## src/rtl/fg_pkg.sv

```systemverilog
package fg_pkg;

    localparam int BYTE_W = 8;

    typedef enum logic [1:0] {
        MODE_EXT  = 2'b00,
        MODE_CPU  = 2'b01,
        MODE_TEST = 2'b10,
        MODE_ALT  = 2'b11
    } mode_e;

    typedef enum logic [1:0] {
        OP_READ  = 2'b00,
        OP_PROG  = 2'b01,
        OP_ERASE = 2'b10,
        OP_RSV   = 2'b11
    } op_e;

    typedef enum logic [1:0] {
        LVL_OFF = 2'd0,
        LVL_ONE = 2'd1,
        LVL_TWO = 2'd2
    } lvl_e;

    typedef enum logic [1:0] {
        LD_FETCH   = 2'd0,
        LD_CAPTURE = 2'd1,
        LD_RUN     = 2'd2
    } ld_e;

    // Stored protection byte, most significant field first.
    typedef struct packed {
        logic [1:0] en_one;
        logic [1:0] unlock;
        logic [1:0] en_two;
        logic [1:0] spare;
    } guard_byte_t;

    function automatic lvl_e decode_guard(input logic [BYTE_W-1:0] raw);
        guard_byte_t g;
        lvl_e        l;
        g = guard_byte_t'(raw);
        if (g.unlock == 2'b00)
            l = LVL_OFF;
        else if (g.en_two != 2'b11)
            l = LVL_TWO;
        else if (g.en_one != 2'b11)
            l = LVL_ONE;
        else
            l = LVL_OFF;
        return l;
    endfunction

endpackage

```

## src/rtl/fg_loader.sv

```systemverilog
module fg_loader
    import fg_pkg::*;
(
    input  logic              clk,
    input  logic              rst,
    input  logic [BYTE_W-1:0] fl_rdata_i,
    input  logic              commit_i,
    input  logic [BYTE_W-1:0] commit_byte_i,
    output logic              fetch_o,
    output logic              run_o,
    output lvl_e              level_o
);

    ld_e  st_q;
    lvl_e lvl_q;

    always_ff @(posedge clk) begin
        if (rst) begin
            st_q  <= LD_FETCH;
            lvl_q <= LVL_TWO;
        end else begin
            case (st_q)
                LD_FETCH:   st_q <= LD_CAPTURE;
                LD_CAPTURE: begin
                    lvl_q <= decode_guard(fl_rdata_i);
                    st_q  <= LD_RUN;
                end
                default: begin
                    if (commit_i)
                        lvl_q <= decode_guard(commit_byte_i);
                end
            endcase
        end
    end

    assign fetch_o = (st_q == LD_FETCH);
    assign run_o   = (st_q == LD_RUN);
    assign level_o = lvl_q;


    level_legal_chk: assert property (@(posedge clk) disable iff (rst)
        2'(lvl_q) != 2'b11);


    run_sticky_chk: assert property (@(posedge clk) disable iff (rst)
        run_o |=> run_o);


    level_hold_chk: assert property (@(posedge clk) disable iff (rst)
        (run_o && !commit_i) |=> (lvl_q == $past(lvl_q)));

endmodule

```

## src/rtl/fg_seq.sv

```systemverilog
module fg_seq
    import fg_pkg::*;
#(
    parameter int ADDR_W   = 8,
    parameter int BLK_W    = 4,
    parameter int CTRL_OFS = 11
) (
    input  logic              clk,
    input  logic              rst,
    input  logic              take_i,
    input  op_e               op_i,
    input  logic [ADDR_W-1:0] addr_i,
    input  logic [BYTE_W-1:0] wdata_i,
    output logic              blk0_ok_o,
    output logic              commit_o,
    output logic [BYTE_W-1:0] commit_byte_o
);

    localparam logic [BLK_W-1:0] CTRL_IDX = BLK_W'(CTRL_OFS);
    localparam logic [BLK_W-1:0] LAST_IDX = {BLK_W{1'b1}};

    logic              armed_q;
    logic [BLK_W-1:0]  nxt_q;
    logic [BYTE_W-1:0] shadow_q;
    logic [BYTE_W-1:0] shadow_nx;
    logic              in_blk0;
    logic [BLK_W-1:0]  ofs;

    assign in_blk0   = (addr_i[ADDR_W-1:BLK_W] == '0);
    assign ofs       = addr_i[BLK_W-1:0];
    assign blk0_ok_o = armed_q && (ofs == nxt_q);
    assign shadow_nx = (ofs == CTRL_IDX) ? wdata_i : shadow_q;

    assign commit_o      = take_i && (op_i == OP_PROG) && in_blk0 && armed_q && (nxt_q == LAST_IDX);
    assign commit_byte_o = shadow_nx;

    always_ff @(posedge clk) begin
        if (rst) begin
            armed_q  <= 1'b0;
            nxt_q    <= '0;
            shadow_q <= '1;
        end else if (take_i && in_blk0) begin
            if (op_i == OP_ERASE) begin
                armed_q  <= 1'b1;
                nxt_q    <= '0;
                shadow_q <= '1;
            end else if (op_i == OP_PROG) begin
                shadow_q <= shadow_nx;
                if (nxt_q == LAST_IDX) begin
                    armed_q <= 1'b0;
                    nxt_q   <= '0;
                end else begin
                    nxt_q <= nxt_q + 1'b1;
                end
            end
        end
    end


    blk0_order_chk: assert property (@(posedge clk) disable iff (rst)
        (take_i && op_i == OP_PROG && in_blk0) |-> (armed_q && ofs == nxt_q));


    commit_disarm_chk: assert property (@(posedge clk) disable iff (rst)
        commit_o |=> !armed_q);

endmodule

```

## src/rtl/fg_policy.sv

```systemverilog
module fg_policy
    import fg_pkg::*;
#(
    parameter int ADDR_W = 8,
    parameter int BLK_W  = 4
) (
    input  logic              run_i,
    input  mode_e             mode_i,
    input  op_e               op_i,
    input  logic [ADDR_W-1:0] addr_i,
    input  lvl_e              level_i,
    input  logic              blk0_ok_i,
    output logic              allow_o
);

    logic in_blk0;
    logic blk_rule;

    always_comb begin
        in_blk0  = (addr_i[ADDR_W-1:BLK_W] == '0);
        blk_rule = !((op_i == OP_PROG) && in_blk0) || blk0_ok_i;
        allow_o  = 1'b0;
        if (run_i && op_i != OP_RSV) begin
            case (mode_i)
                MODE_CPU:  allow_o = blk_rule;
                MODE_TEST: allow_o = (op_i == OP_READ) && (level_i != LVL_TWO);
                default:   allow_o = (level_i == LVL_OFF) && blk_rule;
            endcase
        end
    end

endmodule

```

## src/rtl/flash_guard.sv

```systemverilog
module flash_guard
    import fg_pkg::*;
#(
    parameter int ADDR_W   = 8,
    parameter int BLK_W    = 4,
    parameter int CTRL_OFS = 11
) (
    input  logic              clk,
    input  logic              rst,
    input  logic [1:0]        mode_i,
    input  logic              req_i,
    input  logic [1:0]        cmd_i,
    input  logic [ADDR_W-1:0] addr_i,
    input  logic [7:0]        wdata_i,
    output logic              grant_o,
    output logic              deny_o,
    output logic [7:0]        rdata_o,
    output logic [1:0]        level_o,
    output logic [ADDR_W-1:0] fl_addr_o,
    output logic              fl_rd_o,
    output logic              fl_prog_o,
    output logic              fl_erase_o,
    output logic [7:0]        fl_wdata_o,
    input  logic [7:0]        fl_rdata_i
);

    localparam logic [ADDR_W-1:0] CTRL_ADDR = ADDR_W'(CTRL_OFS);
    localparam logic [7:0]        SPARE_ONES = 8'h03;

    mode_e             mode;
    op_e               op;
    lvl_e              level;
    logic              run, fetch, allow, take;
    logic              blk0_ok, commit;
    logic [BYTE_W-1:0] commit_byte;
    logic              grant_q, deny_q, rd_q, ctrl_q;

    assign mode = mode_e'(mode_i);
    assign op   = op_e'(cmd_i);

    fg_loader u_loader (
        .clk           (clk),
        .rst           (rst),
        .fl_rdata_i    (fl_rdata_i),
        .commit_i      (commit),
        .commit_byte_i (commit_byte),
        .fetch_o       (fetch),
        .run_o         (run),
        .level_o       (level)
    );

    fg_seq #(.ADDR_W(ADDR_W), .BLK_W(BLK_W), .CTRL_OFS(CTRL_OFS)) u_seq (
        .clk           (clk),
        .rst           (rst),
        .take_i        (take),
        .op_i          (op),
        .addr_i        (addr_i),
        .wdata_i       (wdata_i),
        .blk0_ok_o     (blk0_ok),
        .commit_o      (commit),
        .commit_byte_o (commit_byte)
    );

    fg_policy #(.ADDR_W(ADDR_W), .BLK_W(BLK_W)) u_policy (
        .run_i     (run),
        .mode_i    (mode),
        .op_i      (op),
        .addr_i    (addr_i),
        .level_i   (level),
        .blk0_ok_i (blk0_ok),
        .allow_o   (allow)
    );

    assign take       = req_i && allow;
    assign fl_addr_o  = fetch ? CTRL_ADDR : addr_i;
    assign fl_rd_o    = fetch || (take && op == OP_READ);
    assign fl_prog_o  = take && (op == OP_PROG);
    assign fl_erase_o = take && (op == OP_ERASE);
    assign fl_wdata_o = wdata_i;

    always_ff @(posedge clk) begin
        if (rst) begin
            grant_q <= 1'b0;
            deny_q  <= 1'b0;
            rd_q    <= 1'b0;
            ctrl_q  <= 1'b0;
        end else begin
            grant_q <= take;
            deny_q  <= req_i && !allow;
            rd_q    <= take && (op == OP_READ);
            ctrl_q  <= (addr_i == CTRL_ADDR);
        end
    end

    assign grant_o = grant_q;
    assign deny_o  = deny_q;
    assign level_o = 2'(level);
    assign rdata_o = !rd_q ? '1 : (ctrl_q ? (fl_rdata_i | SPARE_ONES) : fl_rdata_i);


    outcome_excl_chk: assert property (@(posedge clk) disable iff (rst)
        !(grant_o && deny_o));


    outcome_follows_chk: assert property (@(posedge clk) disable iff (rst)
        req_i |=> (grant_o || deny_o));


    no_spurious_chk: assert property (@(posedge clk) disable iff (rst)
        !req_i |=> !(grant_o || deny_o));


    ext_locked_chk: assert property (@(posedge clk) disable iff (rst)
        (req_i && (mode == MODE_EXT || mode == MODE_ALT) && level != LVL_OFF) |=> deny_o);


    tester_ro_chk: assert property (@(posedge clk) disable iff (rst)
        (req_i && mode == MODE_TEST && op != OP_READ) |=> deny_o);


    quiet_deny_chk: assert property (@(posedge clk) disable iff (rst)
        deny_o |-> $past(!fl_prog_o && !fl_erase_o));


    deny_ones_chk: assert property (@(posedge clk) disable iff (rst)
        deny_o |-> (rdata_o == 8'hFF));

endmodule

```

## config.mk

```make
export PLATFORM = sky130hd
export DESIGN_NAME = flash_guard
export DESIGN_NICKNAME = d
export VERILOG_FILES = /design/src/rtl/fg_pkg.sv /design/src/rtl/fg_loader.sv /design/src/rtl/fg_seq.sv /design/src/rtl/fg_policy.sv /design/src/rtl/flash_guard.sv
export SDC_FILE = /design/constraint.sdc
export NUM_CORES = 1
export LEC_CHECK = 0
export ABC_AREA = 1
export ABC_CLOCK_PERIOD_IN_PS = 1430
export BUFFER_PORTS_ARGS = -buffer_cell sky130_fd_sc_hd__clkbuf_2
export CAP_MARGIN = 25
export CORE_MARGIN = 1.5
export CORE_UTILIZATION = 42
export CTS_CLUSTER_DIAMETER = 30
export CTS_CLUSTER_SIZE = 10
export DETAILED_ROUTE_END_ITERATION = 12
export PLACE_DENSITY = 0.78
export RECOVER_POWER = 25
export SLEW_MARGIN = 40
export SYNTH_ARGS = -nofsm -noshare
export SYNTH_HDL_FRONTEND = slang
export SYNTH_SLANG_ARGS = --single-unit
export TNS_END_PERCENT = 1
```

## constraint.sdc

```tcl
create_clock -name clk -period 1.43 [get_ports clk]
set_input_delay 0.143 -clock clk [delete_from_list [all_inputs] [get_ports clk]]
set_output_delay 0.143 -clock clk [all_outputs]
set_load 0.02 [all_outputs]
```

==> Flow_metrics.wiki, run 1 <==
{| class="wikitable"
! Metric !! Value
|-
| Status || complete, but fails checks
|-
| Violated checks || negative setup slack
|-
| Synth Area in Simple Gates || about a third
|-
| Post-synthesis sequential area ratio || 28.1%
|-
| Reg2Reg Launch Point || u_seq.nxt_q[2]
|-
| Total of flip-flops plus latches after synthesis || 19
|-
| Min Tclk post-route || 1.91 ns
|-
| Area after detailed placement || 0.00181 mm^2
|-
| Synthesized net count || 251
|-
| Area added between synthesis and finish || 44.2%
|-
| Buffer and inverter count on the worst path || 2
|-
| CORE AREA || around 0.0031 mm^2
|-
| Type of the worst setup path || flip-flop to output port
|-
| FP Rows || 20
|-
| Critical Path Source Type || flip-flop
|-
| Number of nets in the layout || 332
|-
| Setup WS post-layout || -0.484 ns
|-
| Slew at the pin closest to its max-slew limit || 0.402 ns
|-
| Data required time of the worst path || 1.29 ns
|-
| Half-perimeter wire length after detailed placement || 2680 um
|-
| Starting utilization of the core area || 44.4%
|-
| Timing-limited maximum frequency || 0.522 GHz
|-
| Setup-failing EPs final || 18
|-
| Element type at the critical path end || output port
|-
| Die outline area || 0.00358 mm^2
|-
| Combinational family with the most area after synthesis || simple AND/OR/NAND/NOR gates
|-
| Routed wire length per instance || 11.3 um
|-
| Violation count after the first detailed-routing iteration || 60
|-
| Number of flops mapped to enable cells by yosys || 0
|-
| Detailed-route vias per instance || around 4.7
|-
| Cell accounting for the most synthesized area || sky130_fd_sc_hd__dfxtp_1
|-
| Number of global-route vias before repair || roughly 1300
|-
| Clock tree from TritonCTS || done
|-
| Top-area cell type share of the netlist area || 28.1%
|-
| Final Core Density || between 60% and 70%
|-
| Arrival time at the worst endpoint || 1.77 ns
|-
| Drc violations || 0
|-
| CTS H-tree depth || 1
|-
| Met2 routed wirelength || 1940 um
|-
| Netlist area before placement || 0.00136 mm^2
|-
| Final number of hold-violating endpoints || 0
|-
| Top layer reached by signal wires || met4
|-
| Synth warnings || 0
|-
| Startpoint of the lowest-slack hold path || req_i
|-
| Total area of sequential cells || 388 um^2
|-
| Vert. Die Dim || 59.8 um
|-
| Number of antenna violations at the first check in global routing || 0
|-
| Max capacitance violation total || 0
|-
| IO Pins || 62
|-
| PD cells || around 640 mW/mm^2
|-
| Crit-path slowest cell || sky130_fd_sc_hd__dfxtp_2
|-
| Fraction of final layout cells with drive strength greater than 1 || 39.6%
|-
| Proportion of synthesized area in mux cells || 0%
|-
| Unrepaired setup endpoints after global routing || yes
|-
| Leftover overflow at the end of global routing || 0
|-
| Area of the multi-input gates || 783 um^2
|-
| Fraction of the mapped netlist area in compound gates || 13.1%
|-
| Xor and xnor fraction of the mapped netlist area || 0.646%
|-
| Drt first pass iters || 4
|-
| Fill cell total of the finished layout || 289
|-
| Cell repeated most along the worst path || sky130_fd_sc_hd__nand2_2
|-
| Ordered cell list for the critical path || nand2_1, nand2_2, nor2_1, nand3_1, nand2_1, nand2_1, nand2_2, nand3_4, inv_2, nand2_2, nand2_2, buf_8
|-
| Hold Worst Slack || 0.0994 ns
|-
| M1 WL || approximately 1600 um
|-
| Largest incremental delay on the critical path || 0.35 ns
|-
| Flip-flop cell with the highest count after synthesis || sky130_fd_sc_hd__dfxtp_1
|-
| Path type of the worst min-delay path || primary input to flip-flop
|-
| Largest delay share family, worst path || simple AND/OR/NAND/NOR gates
|-
| Count of different cell masters after synthesis || 31
|-
| Maximum number of pins on one net before global-route repair || 15
|-
| Die Wd || 59.8 um
|-
| Part of the cycle the worst path needs || 134%
|-
| Clock buffers created by TritonCTS || 3
|-
| Diode insertion count for antenna repair || 0
|-
| Worst-skew pair later-pin latency || roughly 0.31 ns
|-
| Logic depth of the worst register-to-register path || 16
|-
| Most frequent cell after synthesis || sky130_fd_sc_hd__nand2_1
|-
| CTS Root Cell || sky130_fd_sc_hd__clkbuf_4
|-
| Final max-slew violation count || 0
|-
| Synth cell count leaders || sky130_fd_sc_hd__nand2_1, sky130_fd_sc_hd__inv_1, sky130_fd_sc_hd__nor2_1
|-
| Maximum count of clock buffers along a single path || 2
|-
| Normalized max-slew margin || around three quarters
|-
| Maximum fanout count along the critical path || 4
|-
| Routed WL || 3820 um
|-
| Avg Inst Size Synth || 6.36 um^2
|-
| Share of synthesized cell area in full adder, half adder and majority cells || 6.46%
|-
| Top cells by area, synth || sky130_fd_sc_hd__dfxtp_1, sky130_fd_sc_hd__nand2_1, sky130_fd_sc_hd__inv_1
|-
| # clock sinks || 19
|-
| Async set or reset register ratio after synthesis || 0%
|-
| First-pass GRT wire length || 5490 um
|-
| Number of instances in the synthesized netlist || around 210
|-
| Worst IR drop on VDD || 0.000375 V
|-
| LEAKAGE || 1.09 nW
|-
| WL met3 || between 150 and 200 um
|-
| Layout Cell Area excl Fill || 0.00195 mm^2
|-
| Setup tns final || -5.17 ns
|-
| Capture point of the critical path || fl_rd_o
|-
| Total via count after detailed routing || 1576
|-
| Antenna Nets Post-Route || 0
|-
| Gr usage total || 20.2%
|-
| Critical R2R Capture || u_seq.nxt_q[3]
|-
| Worst clock skew on the final layout || 0.0111 ns
|-
| Weighted congestion reported at the end of routability-driven placement || 0.818
|-
| R2R setup slack || -0.38 ns
|-
| Number of cells on the critical path || 12
|-
| Launching element of the worst setup path || u_seq.nxt_q[2]
|-
| Number of I/O port buffers || 57
|-
| Clock transition time at the flip-flop clock pins of the worst setup and hold paths || 0.12 ns
|}
[cell families (layout without fill, tap and decap cells)]
kind of cell    count (synthesis)  after routing
flops                          19             19
xor+xnor                        1              1
compound gates                 30             30
buf+inv                        55            135
fa+ha+maj                       7              7
simple gates                  101            101
[per-layer routing]
metal / vias up / GRT usage [%]
li1: 813 / -
met1: 705 / 24.8
met2: 52 / 35.7
met3: 6 / 4.11
met4: 0 / 4.76
met5: - / 0
[through the flow]
| step | total power [mW] | instances | worst slack, ns |
|---|---|---|---|
| floorplan | 0.787 | 213 | 0.0000632 |
| global placement | 0.921 | 327 | -0.173 |
| detailed placement | 0.927 | 327 | -0.207 |
| CTS | 1.22 | 333 | -0.427 |
| global route | 1.31 | 337 | -0.604 |
| finish | 1.24 | 337 | -0.484 |
[cell type report]
class | count | area share [%]
tap | 44 | 2.82
timing repair buffer | 88 | 27.6
sequential | 19 | 19.8
multi-input combinational | 139 | 40.1
inverter | 43 | 8.26
clock buffer | 3 | 1.15
clock inverter | 1 | 0.256
[worst min-delay path: stages]
cell and delay (ns):
sky130_fd_sc_hd__clkbuf_2 0.12, sky130_fd_sc_hd__nand2_1 0.07, sky130_fd_sc_hd__a21oi_1 0.04
[worst min path at each step]
stage	to	slack [ns]	cells after the start
3_3_place_gp	fl_wdata_o[0]	0.29	0
2_1_floorplan	u_seq.armed_q	0.21	1
4_1_cts	deny_o	0.09	3
5_1_grt	deny_o	0.10	3
6_report	deny_o	0.1	3
3_5_place_dp	fl_wdata_o[0]	0.29	0
[registers in the layout (all words and copies together) (netlist names)]
register          cells
ctrl_q                1
deny_o                1
grant_o               1
rd_q                  1
u_loader.level_o      2
u_loader.st_q         2
u_seq.armed_q         1
u_seq.nxt_q           4
u_seq.shadow_q        6
[placed cells by master (no fill, tap or decap), types with 2 or more instances in the layout]
master	netlist	final
sky130_fd_sc_hd__nand3_1	9	9
sky130_fd_sc_hd__o21ai_1	7	6
sky130_fd_sc_hd__dfxtp_1	19	13
sky130_fd_sc_hd__clkbuf_2	0	48
sky130_fd_sc_hd__a21oi_1	4	4
sky130_fd_sc_hd__clkbuf_1	3	5
sky130_fd_sc_hd__clkbuf_4	0	3
sky130_fd_sc_hd__o21ai_0	9	9
sky130_fd_sc_hd__o211ai_1	2	2
sky130_fd_sc_hd__nand2_1	54	49
sky130_fd_sc_hd__inv_1	40	40
sky130_fd_sc_hd__dfxtp_2	0	6
sky130_fd_sc_hd__nand4_1	3	3
sky130_fd_sc_hd__buf_4	8	32
sky130_fd_sc_hd__nand2_2	2	7
sky130_fd_sc_hd__nor2_2	0	3
sky130_fd_sc_hd__nor2_1	26	23
sky130_fd_sc_hd__inv_2	3	3
sky130_fd_sc_hd__ha_1	7	6
[power breakdown]
part	total, mW	internal, mW	switching, mW
Combinational	0.391	0.160	0.231
Sequential	0.561	0.547	0.0141
Clock	0.292	0.105	0.187
[what timing repair did]
action | 4_1_cts | 5_1_grt
setup endpoints to repair | 17 | 23
setup buffers | 2 | 4
hold buffers | 0 | 0
resized for setup | 11 | 15
pin swaps | 4 | 5
(Power assumes the default switching activity.)
==> run 2, diff against run 1 <==
- ABC_CLOCK_PERIOD_IN_PS: 1430 -> 1750
- clock period: 1.43 -> 1.75 ns (I/O delays scaled with it)
==> run 2 against run 1 <==
Compared with the run above:
- largest cell class unchanged
- clock skew is essentially flat
- clock power fell by 22%
- wire length down 10%
- die area is the same
- highest routed layer unchanged
- register-to-register slack better by 0.39 ns
- core utilization is 5.5 points lower
- the run still ends with negative setup slack left
- largest power group unchanged
==> Flow_metrics.wiki, run 2 (synthesis gave the netlist of run 1 again) <==
{| class="wikitable"
! Metric !! Value
|-
| Launching element of the worst setup path || u_seq.nxt_q[0]
|-
| Number of antenna violations at the first check in global routing || 0 (unchanged)
|-
| First-pass GRT wire length || 5160 um (-5.9%)
|-
| Cell count after placement || 305 (-6.7%)
|-
| Top reg by flops || u_seq.shadow_q
|-
| Drt first pass iters || 5 (+1)
|-
| Setup-failing EPs final || 3 (-15)
|-
| Die Wd || 59.8 um (unchanged)
|-
| Maximum number of pins on one net before global-route repair || 15 (unchanged)
|-
| LEAKAGE || 0.998 nW (-8.8%)
|-
| Path type of the worst min-delay path || primary input to flip-flop
|-
| Reg2Reg Launch Point || u_seq.nxt_q[0]
|-
| Max FFs per register || 6 (unchanged)
|-
| Number of global-route vias before repair || 1260 (-3.5%)
|-
| Status || complete, but fails checks
|-
| Gr usage total || 18.8% (-1.4 points)
|-
| Part of the cycle the worst path needs || 105%
|-
| Unrepaired setup endpoints after global routing || yes
|-
| Violation count after the first detailed-routing iteration || 53 (-12%)
|-
| Largest incremental delay on the critical path || 0.36 ns (about the same)
|-
| Worst slack at placement || 0.0651 ns (+0.272 ns)
|-
| Detailed-route vias per instance || 4.71 (+0.66%)
|-
| CORE AREA || 0.00305 mm^2 (unchanged)
|-
| Commonest non-fill, non-tap cell in the layout || sky130_fd_sc_hd__nand2_1
|-
| Leftover overflow at the end of global routing || 0 (unchanged)
|-
| Timing-limited maximum frequency || 0.545 GHz
|-
| Vert. Die Dim || 59.8 um (unchanged)
|-
| Fraction of final layout cells with drive strength greater than 1 || 32.1% (-7.5 points)
|-
| PD cells || 547 mW/mm^2 (-14%)
|-
| Data required time of the worst path || 1.57 ns (+0.28 ns)
|-
| Capture point of the critical path || fl_erase_o
|-
| Critical Path Source Type || flip-flop
|-
| Element type at the critical path end || output port
|-
| Antenna Nets Post-Route || 0 (unchanged)
|-
| Total via count after detailed routing || 1497 (-5.0%)
|-
| Half-perimeter wire length after detailed placement || 2420 um (-9.7%)
|-
| Logic depth of the worst register-to-register path || 13 (-3)
|-
| Routed wire length per instance || 10.8 um (-5.0%)
|-
| Hold Worst Slack || 0.127 ns (+0.0280 ns)
|-
| Area added between synthesis and finish || 31.8%
|-
| CTS H-tree depth || 1 (unchanged)
|-
| Max capacitance violation total || 0 (unchanged)
|-
| Biggest regs || u_seq.shadow_q: 6 flops, u_seq.nxt_q: 4 flops
|-
| Setup WS post-layout || -0.0859 ns (+0.399 ns)
|-
| Type of the worst setup path || flip-flop to output port
|-
| Non-filler cells in the finished layout || 318 (-5.6%)
|-
| Highest-count cells in the layout ignoring fill and taps || sky130_fd_sc_hd__nand2_1, sky130_fd_sc_hd__clkbuf_2, sky130_fd_sc_hd__inv_1
|-
| Maximum count of clock buffers along a single path || 2 (unchanged)
|-
| Violated checks || negative setup slack
|-
| Number of nets in the layout || 313 (-5.7%)
|-
| Maximum fanout count along the critical path || 5 (+1)
|-
| Clock buffers created by TritonCTS || 3 (unchanged)
|-
| Final Core Density || 58.5% (-5.5 points)
|-
| Die outline area || 0.00358 mm^2 (unchanged)
|-
| Worst clock skew on the final layout || 0.0112 ns (+0.0000921 ns)
|-
| Clock tree from TritonCTS || done
|-
| Arrival time at the worst endpoint || 1.66 ns (-0.11 ns)
|-
| Normalized max-slew margin || 65.9% (-7.3 points)
|-
| Slew at the pin closest to its max-slew limit || 0.511 ns (+0.109 ns)
|-
| IO Pins || 62 (unchanged)
|-
| Weighted congestion reported at the end of routability-driven placement || 0.789 (-3.5%)
|-
| Clock transition time at the flip-flop clock pins of the worst setup and hold paths || 0.11 ns (about the same)
|-
| Diode insertion count for antenna repair || 0 (unchanged)
|-
| Routed WL || 3420 um (-10%)
|-
| R2R setup slack || 0.01 ns (+0.39 ns)
|-
| Number of I/O port buffers || 57 (unchanged)
|-
| Worst IR drop on VDD || 0.000357 V (-4.9%)
|-
| Drc violations || 0 (unchanged)
|-
| Startpoint of the lowest-slack hold path || req_i
|-
| Final number of hold-violating endpoints || 0 (unchanged)
|-
| Ordered cell list for the critical path || nand2_1, nand2_1, nor2_1, nand3_1, nand2_1, nand2_1, nand2_2, nand3_4, nor2_1, buf_4
|-
| # clock sinks || 19 (unchanged)
|-
| Critical R2R Capture || u_seq.nxt_q[3]
|-
| CTS Root Cell || sky130_fd_sc_hd__clkbuf_4
|-
| Power, Total || 0.977 mW (-21%)
|-
| Worst-skew pair later-pin latency || 0.31 ns (about the same)
|-
| Final max-slew violation count || 0 (unchanged)
|-
| Crit-path slowest cell || sky130_fd_sc_hd__dfxtp_2
|-
| Starting utilization of the core area || 44.4% (unchanged)
|-
| Cell repeated most along the worst path || sky130_fd_sc_hd__nand2_1
|-
| FP Rows || 20 (unchanged)
|-
| Min Tclk post-route || between 1.5 and 2 ns
|}
run 2: cell types whose count changed in the layout (fill, tap and decap cells not counted), moves of 2 or more:
cell                       change
sky130_fd_sc_hd__dfxtp_1       +2
sky130_fd_sc_hd__nor2_1        +2
sky130_fd_sc_hd__clkbuf_1      +3
sky130_fd_sc_hd__nor2_2        -2
sky130_fd_sc_hd__buf_4        -21
sky130_fd_sc_hd__dfxtp_2       -3
run 2: worst min-delay path by stage:
stage | to | depth (start not counted)
global route | u_seq.armed_q | 2
global placement | fl_wdata_o[0] | 0
finish | deny_o | 3
CTS | u_seq.armed_q | 2
floorplan | u_seq.armed_q | 1
detailed placement | fl_wdata_o[0] | 0
run 2: worst max-delay path: cells and delay by family (launching register included):
family | cells | cell delay, ns
buf+inv | 1 | 0.17
flops | 1 | 0.36
simple gates | 9 | 0.82
run 2: layout make-up:
type | count | area [um^2]
Tap cell | 44 | 55.1
Sequential cell | 19 | 388
Inverter | 43 | 161
Clock buffer | 4 | 26.3
Timing Repair Buffer | 69 | 389
Fill cell | 291 | 1270
Multi-Input combinational cell | 139 | 766
run 2: timing repair:
item / in CTS / in global routing
setup endpoints to repair: 3 / 14
pin swaps: 2 / 4
setup buffers: 7 / 3
hold buffers: 0 / 0
resized for setup: 10 / 13
run 2: metrics by stage:
stage	area [um^2]	TNS (ns)
final	1790	-0.229
after global routing	1790	-1.23
after CTS	1740	-0.0468
after detailed placement	1630	0
after global placement	1630	0
after floorplan	1360	0
run 2: power breakdown:
group,internal [mW],total (mW),switching (mW)
logic,0.111,0.292,0.180
clock network,0.0890,0.229,0.140
registers,0.444,0.457,0.0128
total,0.644,0.977,0.333
run 2: per-layer routing:
| metal | wire length [um] | part of all wire, % | global-route usage [%] |
|---|---|---|---|
| met4 | 45 | 1.3 | 5.08 |
| met5 | 0 | 0 | 0 |
| met3 | 170 | 5.0 | 3.90 |
| met2 | 1700 | 50 | 34.0 |
| met1 | 1500 | 44 | 22.3 |
==> run 3, diff against run 2 <==
- CAP_MARGIN: 25 -> 0
- SETUP_SLACK_MARGIN: not set -> 0.02
==> run 3 against run 2 <==
Compared with the run above:
- the flow still finishes with violations (negative setup slack)
- register-to-register slack got worse by 0.06 ns
- setup slack worse by 0.0089 ns
- global-route usage unchanged
- count of clock-buffer cells in the layout did not move
- critical path depth unchanged
- flip-flop and latch count did not move
- clock power is essentially flat
- core utilization up 1.6 points
- first-iteration DRC count stayed put
- total power up 0.57%
- largest cell class unchanged
- largest power group unchanged
- highest routed layer unchanged
==> Flow_metrics.wiki, run 3 (synthesis gave the netlist of run 1 again) <==
{| class="wikitable"
! Metric !! Value
|-
| Total via count after detailed routing || 1507 (+0.67%)
|-
| Violated checks || negative setup slack
|-
| Violation count after the first detailed-routing iteration || 53 (unchanged)
|-
| Weighted congestion reported at the end of routability-driven placement || 0.789 (unchanged)
|-
| Element type at the critical path end || output port
|-
| Sequential share of power || 46.5% (-0.2 points)
|-
| Clock buffers created by TritonCTS || 3 (unchanged)
|-
| Path type of the worst min-delay path || primary input to flip-flop
|-
| Clock tree from TritonCTS || done
|-
| Half-perimeter wire length after detailed placement || 2420 um (unchanged)
|-
| IO Pins || 62 (unchanged)
|-
| Setup-failing EPs final || 4 (+1)
|-
| Arrival time at the worst endpoint || 1.67 ns (about the same)
|-
| CORE AREA || 0.00305 mm^2 (unchanged)
|-
| Number of antenna violations at the first check in global routing || 0 (unchanged)
|-
| Quantity of hold-fixing buffers added after cts || 0 (unchanged)
|-
| Maximum fanout count along the critical path || 5 (unchanged)
|-
| Number of nets in the layout || 314 (+0.32%)
|-
| Clock transition time at the flip-flop clock pins of the worst setup and hold paths || 0.11 ns (about the same)
|-
| Unrepaired setup endpoints after global routing || yes
|-
| Final Core Density || 60.1% (+1.6 points)
|-
| Biggest regs || u_seq.shadow_q: 6 flops, u_seq.nxt_q: 4 flops
|-
| Detailed-route vias per instance || 4.72 (+0.35%)
|-
| Number of global-route vias before repair || 1260 (unchanged)
|-
| Internal || 0.647 mW (+0.51%)
|-
| Top reg by flops || u_seq.shadow_q
|-
| Vert. Die Dim || 59.8 um (unchanged)
|-
| Slew at the pin closest to its max-slew limit || 0.531 ns (+0.0197 ns)
|-
| Type of the worst setup path || flip-flop to output port
|-
| Gr usage total || 18.8% (unchanged)
|-
| Setup WS post-layout || -0.0948 ns (-0.00894 ns)
|-
| Total area of sequential cells || 388 um^2 (unchanged)
|-
| Drt first pass iters || 4 (-1)
|-
| Proportion of power drawn by combinational gates || 30.1% (+0.3 points)
|-
| Worst clock skew on the final layout || 0.0110 ns (-0.000126 ns)
|-
| Maximum count of clock buffers along a single path || 2 (unchanged)
|-
| Max FFs per register || 6 (unchanged)
|-
| Worst slack at placement || 0.0651 ns (unchanged)
|-
| Switching component of the power || 0.335 mW (+0.68%)
|-
| Setup tns final || -0.256 ns (-0.0272 ns)
|-
| R2R setup slack || -0.05 ns (-0.06 ns)
|-
| Maximum number of pins on one net before global-route repair || 15 (unchanged)
|-
| # clock sinks || 19 (unchanged)
|-
| Switching share of power || 34.1% (+0.038 points)
|-
| LEAKAGE || 1.02 nW (+2.0%)
|-
| Min Tclk post-route || 1.84 ns (+0.00894 ns)
|-
| Final number of hold-violating endpoints || 0 (unchanged)
|-
| Antenna Nets Post-Route || 0 (unchanged)
|-
| Power, Total || 0.982 mW (+0.57%)
|-
| Routed wire length per instance || 10.9 um (+1.3%)
|-
| Final max-slew violation count || 0 (unchanged)
|-
| First-pass GRT wire length || 5160 um (unchanged)
|-
| Worst-skew pair later-pin latency || 0.31 ns (about the same)
|-
| Data required time of the worst path || 1.57 ns (about the same)
|-
| Max capacitance violation total || 0 (unchanged)
|-
| Die outline area || 0.00358 mm^2 (unchanged)
|-
| PD cells || 536 mW/mm^2 (-2.1%)
|-
| Timing-limited maximum frequency || 0.542 GHz (-0.48%)
|-
| Starting utilization of the core area || 44.4% (unchanged)
|-
| Critical Path Source Type || flip-flop
|-
| Fraction of final layout cells with drive strength greater than 1 || 33.8% (+1.7 points)
|-
| Fill cell total of the finished layout || 281 (-3.4%)
|-
| Area added between synthesis and finish || 35.4%
|-
| Commonest non-fill, non-tap cell in the layout || sky130_fd_sc_hd__nand2_1
|-
| Area of the multi-input gates || 807 um^2 (+5.4%)
|-
| Status || complete, but fails checks
|-
| Part of the cycle the worst path needs || 105% (+0.51 points)
|-
| Diode insertion count for antenna repair || 0 (unchanged)
|-
| Layout Cell Area excl Fill || 0.00183 mm^2 (+2.7%)
|-
| Area after detailed placement || 0.00163 mm^2 (unchanged)
|-
| CTS H-tree depth || 1 (unchanged)
|-
| Worst IR drop on VDD || 0.000362 V (+1.5%)
|-
| Share of power burned in the clock network || 23.4% (about the same)
|-
| Leftover overflow at the end of global routing || 0 (unchanged)
|-
| Routed WL || 3480 um (+1.6%)
|-
| Highest-count cells in the layout ignoring fill and taps || sky130_fd_sc_hd__nand2_1, sky130_fd_sc_hd__clkbuf_2, sky130_fd_sc_hd__inv_1
|-
| Number of I/O port buffers || 57 (unchanged)
|-
| Die Wd || 59.8 um (unchanged)
|-
| Drc violations || 0 (unchanged)
|-
| FP Rows || 20 (unchanged)
|-
| Normalized max-slew margin || 64.6% (-1.3 points)
|-
| CTS Root Cell || sky130_fd_sc_hd__clkbuf_4
|}
-- run 3: worst max-delay path, cell delays in order, from the launching register on --
cell and delay, ns:
sky130_fd_sc_hd__dfxtp_2 0.36, sky130_fd_sc_hd__nand2_1 0.07, sky130_fd_sc_hd__nand2_1 0.05, sky130_fd_sc_hd__nor2_1 0.11, sky130_fd_sc_hd__nand3_1 0.11, sky130_fd_sc_hd__nand2_1 0.09
sky130_fd_sc_hd__nand2_1 0.06, sky130_fd_sc_hd__nand2_2 0.10, sky130_fd_sc_hd__nand3_4 0.08, sky130_fd_sc_hd__nor2_1 0.16, sky130_fd_sc_hd__buf_4 0.18
-- run 3: worst paths after layout --
check	from	cells after the start	to
max	u_seq.nxt_q[0]	10	fl_erase_o
min	rst	2	u_seq.armed_q
max reg2reg	u_seq.nxt_q[0]	17	u_seq.nxt_q[3]
min reg2reg	u_seq.shadow_q[2]	2	u_seq.shadow_q[2]
-- run 3: power groups by stage --
stage               combinational, mW  sequential (mW)  clock (mW)
CTS                             0.280            0.456       0.235
global route                    0.325            0.459       0.258
detailed placement              0.266            0.468           0
floorplan                       0.169            0.473           0
finish                          0.296            0.456       0.230
global placement                0.263            0.467           0
-- run 3: metrics by stage --
stage,cells,hold slack (ns)
after floorplan,213,0.237
after global placement,305,0.350
after detailed placement,305,0.350
after CTS,316,0.111
after global routing,319,0.126
final,319,0.125
-- run 3: repair_timing --
action                                  in CTS  in global routing
setup buffers                                7                  3
pin swaps                                    3                  4
endpoints found under the setup margin       4                 15
gates resized for setup                     10                 19
-- run 3: layout make-up --
| cell class | instances | area share [%] |
|---|---|---|
| Tap cell | 44 | 3.00 |
| Inverter | 43 | 8.80 |
| Timing Repair Buffer | 70 | 21.6 |
| Sequential cell | 19 | 21.1 |
| Multi-Input combinational cell | 139 | 44.0 |
| Clock buffer | 4 | 1.43 |
-- run 3: metal layers --
layer	up-vias	global-route usage [%]	part of all wire [%]
met5	-	0	0
met2	37	34.0	51
li1	778	-	-
met3	4	3.90	4.3
met1	688	22.3	43
met4	0	5.08	1.5
